$ cat config.mk
export PLATFORM = sky130hd
export DESIGN_NAME = dvs_level_ctrl
export DESIGN_NICKNAME = d
export VERILOG_FILES = /design/src/rtl/dvs_level_ctrl.sv
export SDC_FILE = /design/constraint.sdc
export NUM_CORES = 1
export LEC_CHECK = 0
export BUFFER_PORTS_ARGS = -buffer_cell sky130_fd_sc_hd__buf_2
export CAP_MARGIN = 20
export CORE_MARGIN = 2
export CORE_UTILIZATION = 40
export CTS_CLUSTER_DIAMETER = 40
export DETAILED_ROUTE_END_ITERATION = 10
export GPL_ROUTABILITY_DRIVEN = 0
export GPL_TIMING_DRIVEN = 0
export PLACE_DENSITY = 0.61
export SYNTH_ARGS = -nofsm -noshare
export SYNTH_HDL_FRONTEND = slang
export SYNTH_SLANG_ARGS = --single-unit
$ cat constraint.sdc
create_clock -name clk -period 2.5 [get_ports clk]
set_input_delay 0.125 -clock clk [delete_from_list [all_inputs] [get_ports clk]]
set_output_delay 0.125 -clock clk [all_outputs]
set_load 0.01 [all_outputs]
$ cat src/rtl/dvs_level_ctrl.sv
module dvs_level_ctrl #(
  parameter int NUM_LVL = 8,
  parameter int VW = 8,
  parameter int TW = 16,
  parameter int DW = 16,
  parameter int AW = 4,
  parameter logic [DW-1:0] REV_ID = 16'h0102,
  parameter logic [VW-1:0] VBASE = 8'h20,
  parameter logic [VW-1:0] VSTEP = 8'h10,
  parameter logic [TW-1:0] TMO_RST = 4
) (
  input  logic               clk,
  input  logic               rst_n,
  input  logic               req_valid,
  input  logic [NUM_LVL-1:0] req_therm,
  output logic [NUM_LVL-1:0] cur_therm,
  output logic               therm_err,
  output logic               psu_req,
  output logic [VW-1:0]      psu_code,
  input  logic               psu_ack,
  output logic               psu_query,
  input  logic               psu_vdd_ok,
  input  logic               reg_we,
  input  logic               reg_re,
  input  logic [AW-1:0]      reg_addr,
  input  logic [DW-1:0]      reg_wdata,
  output logic [DW-1:0]      reg_rdata
);
  localparam int LW    = $clog2(NUM_LVL + 1);
  localparam int A_TMO = NUM_LVL + 1;
  localparam int A_CTL = NUM_LVL + 2;
  localparam int A_REV = NUM_LVL + 3;

  typedef enum logic [1:0] {ST_IDLE, ST_REQ, ST_SET} st_t;

  st_t             st;
  logic [LW-1:0]   cur_lvl, tgt_lvl, nxt_lvl, hop, req_lvl, tidx;
  logic            up_r, go_up, ctl_poll, ctl_step, req_ok, settle_done;
  logic [TW-1:0]   cnt, tmo;
  logic [NUM_LVL-1:0] req_inc;
  logic [VW-1:0]   vtab [0:NUM_LVL];
  logic [DW-1:0]   rd_mux;

  assign req_inc     = req_therm + 1'b1;
  assign req_ok      = (req_inc & req_therm) == '0;
  assign req_lvl     = LW'($countones(req_therm));
  assign go_up       = tgt_lvl > cur_lvl;
  assign hop         = ctl_step ? (go_up ? cur_lvl + 1'b1 : cur_lvl - 1'b1) : tgt_lvl;
  assign settle_done = ctl_poll ? psu_vdd_ok : (cnt == tmo);
  assign psu_query   = (st == ST_SET) && ctl_poll;
  assign tidx        = reg_addr[LW-1:0];

  for (genvar i = 0; i < NUM_LVL; i++) begin : g_therm
    assign cur_therm[i] = cur_lvl > LW'(i);
  end

  always_comb begin
    rd_mux = '0;
    if (reg_addr <= AW'(NUM_LVL)) rd_mux = DW'(vtab[tidx]);
    else if (reg_addr == AW'(A_TMO)) rd_mux = DW'(tmo);
    else if (reg_addr == AW'(A_CTL)) rd_mux = DW'({ctl_step, ctl_poll});
    else if (reg_addr == AW'(A_REV)) rd_mux = REV_ID;
  end

  always_ff @(posedge clk or negedge rst_n) begin
    if (!rst_n) begin
      st        <= ST_IDLE;
      cur_lvl   <= LW'(1);
      tgt_lvl   <= LW'(1);
      nxt_lvl   <= LW'(1);
      up_r      <= 1'b0;
      cnt       <= '0;
      tmo       <= TMO_RST;
      ctl_poll  <= 1'b0;
      ctl_step  <= 1'b0;
      therm_err <= 1'b0;
      psu_req   <= 1'b0;
      psu_code  <= VBASE + VSTEP;
      reg_rdata <= '0;
      for (int i = 0; i <= NUM_LVL; i++) vtab[i] <= VBASE + VW'(i) * VSTEP;
    end else begin
      if (req_valid) begin
        if (req_ok) tgt_lvl <= req_lvl;
        else therm_err <= 1'b1;
      end
      if (reg_we) begin
        if (reg_addr <= AW'(NUM_LVL)) vtab[tidx] <= reg_wdata[VW-1:0];
        else if (reg_addr == AW'(A_TMO)) tmo <= reg_wdata[TW-1:0];
        else if (reg_addr == AW'(A_CTL)) {ctl_step, ctl_poll} <= reg_wdata[1:0];
      end
      if (reg_re) reg_rdata <= rd_mux;
      case (st)
        ST_IDLE: if (tgt_lvl != cur_lvl) begin
          nxt_lvl  <= hop;
          up_r     <= go_up;
          psu_code <= vtab[hop];
          psu_req  <= 1'b1;
          if (!go_up) cur_lvl <= hop;
          st <= ST_REQ;
        end
        ST_REQ: if (psu_ack) begin
          psu_req <= 1'b0;
          cnt     <= '0;
          st      <= ST_SET;
        end
        ST_SET: if (settle_done) begin
          if (up_r) cur_lvl <= nxt_lvl;
          st <= ST_IDLE;
        end else cnt <= cnt + 1'b1;
        default: st <= ST_IDLE;
      endcase
    end
  end

  AST_BAD_REQ_IGNORED: assert property (@(posedge clk) disable iff (!rst_n)
    (req_valid && !req_ok) |=> ($stable(tgt_lvl) && therm_err));
  AST_ERR_STICKY: assert property (@(posedge clk) disable iff (!rst_n)
    therm_err |=> therm_err);
  AST_REQ_HOLD: assert property (@(posedge clk) disable iff (!rst_n)
    (psu_req && !psu_ack) |=> (psu_req && $stable(psu_code)));
  AST_RAISE_AFTER_CONFIRM: assert property (@(posedge clk) disable iff (!rst_n)
    (cur_lvl > $past(cur_lvl)) |-> ($past(st == ST_SET) && !psu_req));
  AST_POLL_WAIT: assert property (@(posedge clk) disable iff (!rst_n)
    (ctl_poll && st == ST_SET && !psu_vdd_ok) |=> (st == ST_SET && $stable(cur_lvl)));
  AST_LOWER_FIRST: assert property (@(posedge clk) disable iff (!rst_n)
    (cur_lvl < $past(cur_lvl)) |-> ($past(st == ST_IDLE) && psu_req));
  AST_STEP_ONE: assert property (@(posedge clk) disable iff (!rst_n)
    ($past(ctl_step) && cur_lvl != $past(cur_lvl)) |->
      (cur_lvl == $past(cur_lvl) + LW'(1) || cur_lvl + LW'(1) == $past(cur_lvl)));
endmodule

==> flow_metrics.tcl <==
set metrics [dict create \
    status "finished, violations left" \
    violations "negative setup slack" \
    worstSkewPairLatency_ns 0.43 \
    final_hold_violation_count 0 \
    clkSinkCount 147 \
    synth_mux_area_share_pct 26.4 \
    slew-limit-headroom_pct 23.3 \
    cp_cell_sequence "inv_2 > ha_4 > nand3b_1 > and3b_4 > or3_1 > a31o_1 > buf_12 > buf_12 > mux2i_1 > mux2i_1 > o221ai_1" \
    postPlaceCellArea_um2 8590 \
    path_clk_slew_ns 0.07 \
    dominant_combinational_cell_family_by_area_after_synthesis "multiplexers" \
    crit_buf_inv 3 \
    dominantRegCellSynth "dfrtp_1" \
    largest_incremental_delay_on_the_critical_path_ns 0.55 \
    drt-met1-wl_um 8970 \
    die-area_um2 20900 \
    antenna_cells 0 \
    synth_compound_gate_area_share_pct 6.40 \
    synth_fp_nets 731 \
    largest_net_degree_at_the_start_of_global_routing 102 \
    groute.usage.overall_pct 20.3 \
    effective_utilization_at_floorplan_pct 40.7 \
    power_leakage_nw 4.36 \
    final_design_utilization_pct 50.1 \
    antenna_violations_before_repair 0 \
    place_ws_ns -0.580 \
    tcrit_tclk_final_pct 107 \
    core.rowCount 51 \
    cts_max_path_buffers 2 \
    core_area_um2 19500 \
    synth_async_sr_flop_share_pct 100 \
    yosysSeqAreaShare_pct 46.8 \
    layout-area-overhead-vs-synth_pct 23.0 \
    startpoint_type "register" \
    layout_setup_ws_ns -0.167 \
    post_synth_instance_area_um2 7920 \
    routed_wl_um 20700 \
    worst_path_max_delay_cell "dfstp_2" \
    post_synth_and_or_nand_nor_area_fraction_pct 9.78 \
    routed.top_layer "met4" \
    timing.setup.critical_path_class "reg2reg" \
    timing.max_cap.violations 0 \
    detailed_place_hpwl_um 14200 \
    syn_inst 677 \
    critical_path.max_fanout 10 \
    synth.avg_cell_area_um2 11.7 \
    synth.lib_cells_used.distinct 53 \
    ioPinCount 70 \
    die_w_um 145 \
    die_y_um 145 \
    initialDrtViolationCount 312 \
    cts-htree-levels 4 \
    met3WireLength_um 851 \
    cpLargestDelayFamily "simple AND/OR/NAND/NOR gates" \
    timing.hold.ws_ns 0.0215 \
    yosys_register_bits 147 \
    crit_path_end_kind "register" \
    finish.cell_count_without_fillers 1071 \
    cell_chosen_for_the_clock_root "clkbuf_16" \
    holdCritPathClass "in2reg" \
    wl_per_cell_um 19.3 \
    power-per-cell-area_nw_per_um2 1110 \
    maxSlewViolCount 0 \
    timing_worst_slew_pin_value_ns 1.15 \
    routed_via_density 5.37 \
    finClkSkew_ns 0.00930 \
    cts_tree "yes" \
    setup_viol 11 \
    worstPathArrival_ns 2.96 \
    via_count_of_the_first_global_routing_pass 5994 \
    cts-buffers-inserted 17 \
    final_net_count 847 \
    drive_above_1_share_pct 37.5 \
    yosysWarnings 0 \
    synthXorXnorAreaFrac_pct 3.10 \
    io_buffers 61 \
    ant_nets 0 \
    finish.instance_area_um2 9740 \
    firstDrtPassIters 5 \
    route.vias.total 5750 \
    worst_ir_drop_vdd_mv 0.430 \
    clock.fmax_mhz 375 \
    cp.required_ns 2.79 \
    dr_wl_met2_um 10200 \
    grt-ovfl-total 0 \
    global_route_wire_length_before_repair_um 31900 \
    drt_drc_violations_left 0 \
    rsz0062_at_grt "yes" \
    dp_cells 1004 \
    number_of_enable_type_register_cells_in_the_synthesized_netlist 0 \
    synth-adder-area-share_pct 3.38 \
    period_minus_slack_ns 2.67 \
]
## placed cells by master, fill, tap and decap left out, types with 5 or more instances in the layout
master         count
a21oi_1           16
a221oi_1           6
and2_1             5
and3_1             6
buf_1              8
buf_2             68
buf_4             21
clkbuf_1          17
clkbuf_16         17
dfrtp_1          124
dfstp_2           22
dlygate4sd3_1     13
ha_1              12
inv_1             32
inv_6              5
mux2_2            95
mux2i_1           59
mux4_2            16
nand2_1           42
nand3_1           17
nand4_1           12
nor2_1            39
nor2b_1            8
o21ai_0           22
xnor2_1           15
xor2_1            13
## logic make-up (layout without fill, tap and decap cells)
kind of cell / after synthesis / in the layout
multiplexers: 177 / 177
AND/OR/NAND/NOR: 155 / 155
flip-flops: 147 / 147
AO/OA/AOI/OAI: 76 / 76
buffers and inverters: 75 / 204
XOR/XNOR: 28 / 28
adder cells (fa/ha/maj): 19 / 19
## cell usage after synthesis, types with 12 or more instances
library cell | instances | area [um2]
mux2_2 | 95 | 1070
nand3_1 | 17 | 85.1
clkbuf_1 | 16 | 60.1
dfrtp_1 | 125 | 3130
nor2_1 | 39 | 146
dfstp_2 | 22 | 578
nand4_1 | 12 | 75.1
xor2_1 | 13 | 114
inv_1 | 36 | 135
o21ai_0 | 25 | 125
mux4_2 | 16 | 360
xnor2_1 | 15 | 131
a21oi_1 | 18 | 90.1
mux2i_1 | 66 | 661
nand2_1 | 43 | 161
ha_1 | 15 | 188
## path summary, 6_finish.rpt
path                                        start                        to  slack, ns  depth (start not counted)
hold / removal                             reg_re  reg_rdata[2]$_DFFE_PN0P_       0.02                          3
hold reg to reg             therm_err$_DFFE_PN0P_     therm_err$_DFFE_PN0P_       0.46                          1
min in group asynchronous                   rst_n         st[0]$_DFFE_PN0P_       0.20                          2
max in group asynchronous                   rst_n      vtab[61]$_DFFE_PN1P_       1.44                          3
setup / recovery           tgt_lvl[0]$_DFFE_PN1P_   psu_code[7]$_DFFE_PN0P_      -0.17                         11
setup reg to reg           tgt_lvl[0]$_DFFE_PN1P_   psu_code[7]$_DFFE_PN0P_      -0.17                         11
## area by class of cell
type / instances / area [um2]
buffer: 37 / 196
clock buffer: 18 / 429
fill: 1674 / 9720
multi-input combinational: 455 / 4090
clock inverter: 14 / 165
sequential: 147 / 3710
inverter: 37 / 141
tap: 265 / 332
timing repair buffer: 98 / 678
## where the power goes
part	internal, W	total, W	leakage (nW)	switching, W
clock network	0.00150	0.00258	0.278	0.00108
registers	0.00301	0.00347	1.80	0.000460
logic	0.00238	0.00476	2.28	0.00238
total	0.00689	0.0108	4.36	0.00392
## metal layers
metal / vias to the layer above / track usage (%)
li1: 2650 / -
met1: 2888 / 25.8
met2: 166 / 33.6
met3: 46 / 3.82
met4: 0 / 9.30
met5: - / 0
## registers in the layout (all words and copies together) (netlist names)
name       count
ctl_step       1
psu_code       8
psu_req        1
ctl_poll       1
tgt_lvl        4
reg_rdata     16
cur_lvl        4
vtab          72
tmo           16
st             2
nxt_lvl        4
up_r           1
cnt           16
therm_err      1
## what timing repair did
item | CTS | global route
endpoints found under the setup margin | 12 | 14
buffers inserted | 14 | 9
pin swaps | 9 | 7
gates resized for setup | 25 | 24
cloned | 0 | 0
hold endpoints to repair | 58 | 0
hold buffers | 13 | 0
## worst min-delay path: stages
cell and delay (ns):
buf_2 0.14, nor2_1 0.10, a21oi_1 0.05
## per-stage QoR
step                      TNS [ns]  power (W)
after floorplan            -0.0199    0.00600
after global placement      -93.58    0.00697
after detailed placement     -5.05    0.00711
after CTS                    -1.55     0.0103
after global routing         -2.25     0.0114
final                        -1.04     0.0108
Power figures use the tool's default switching activity.
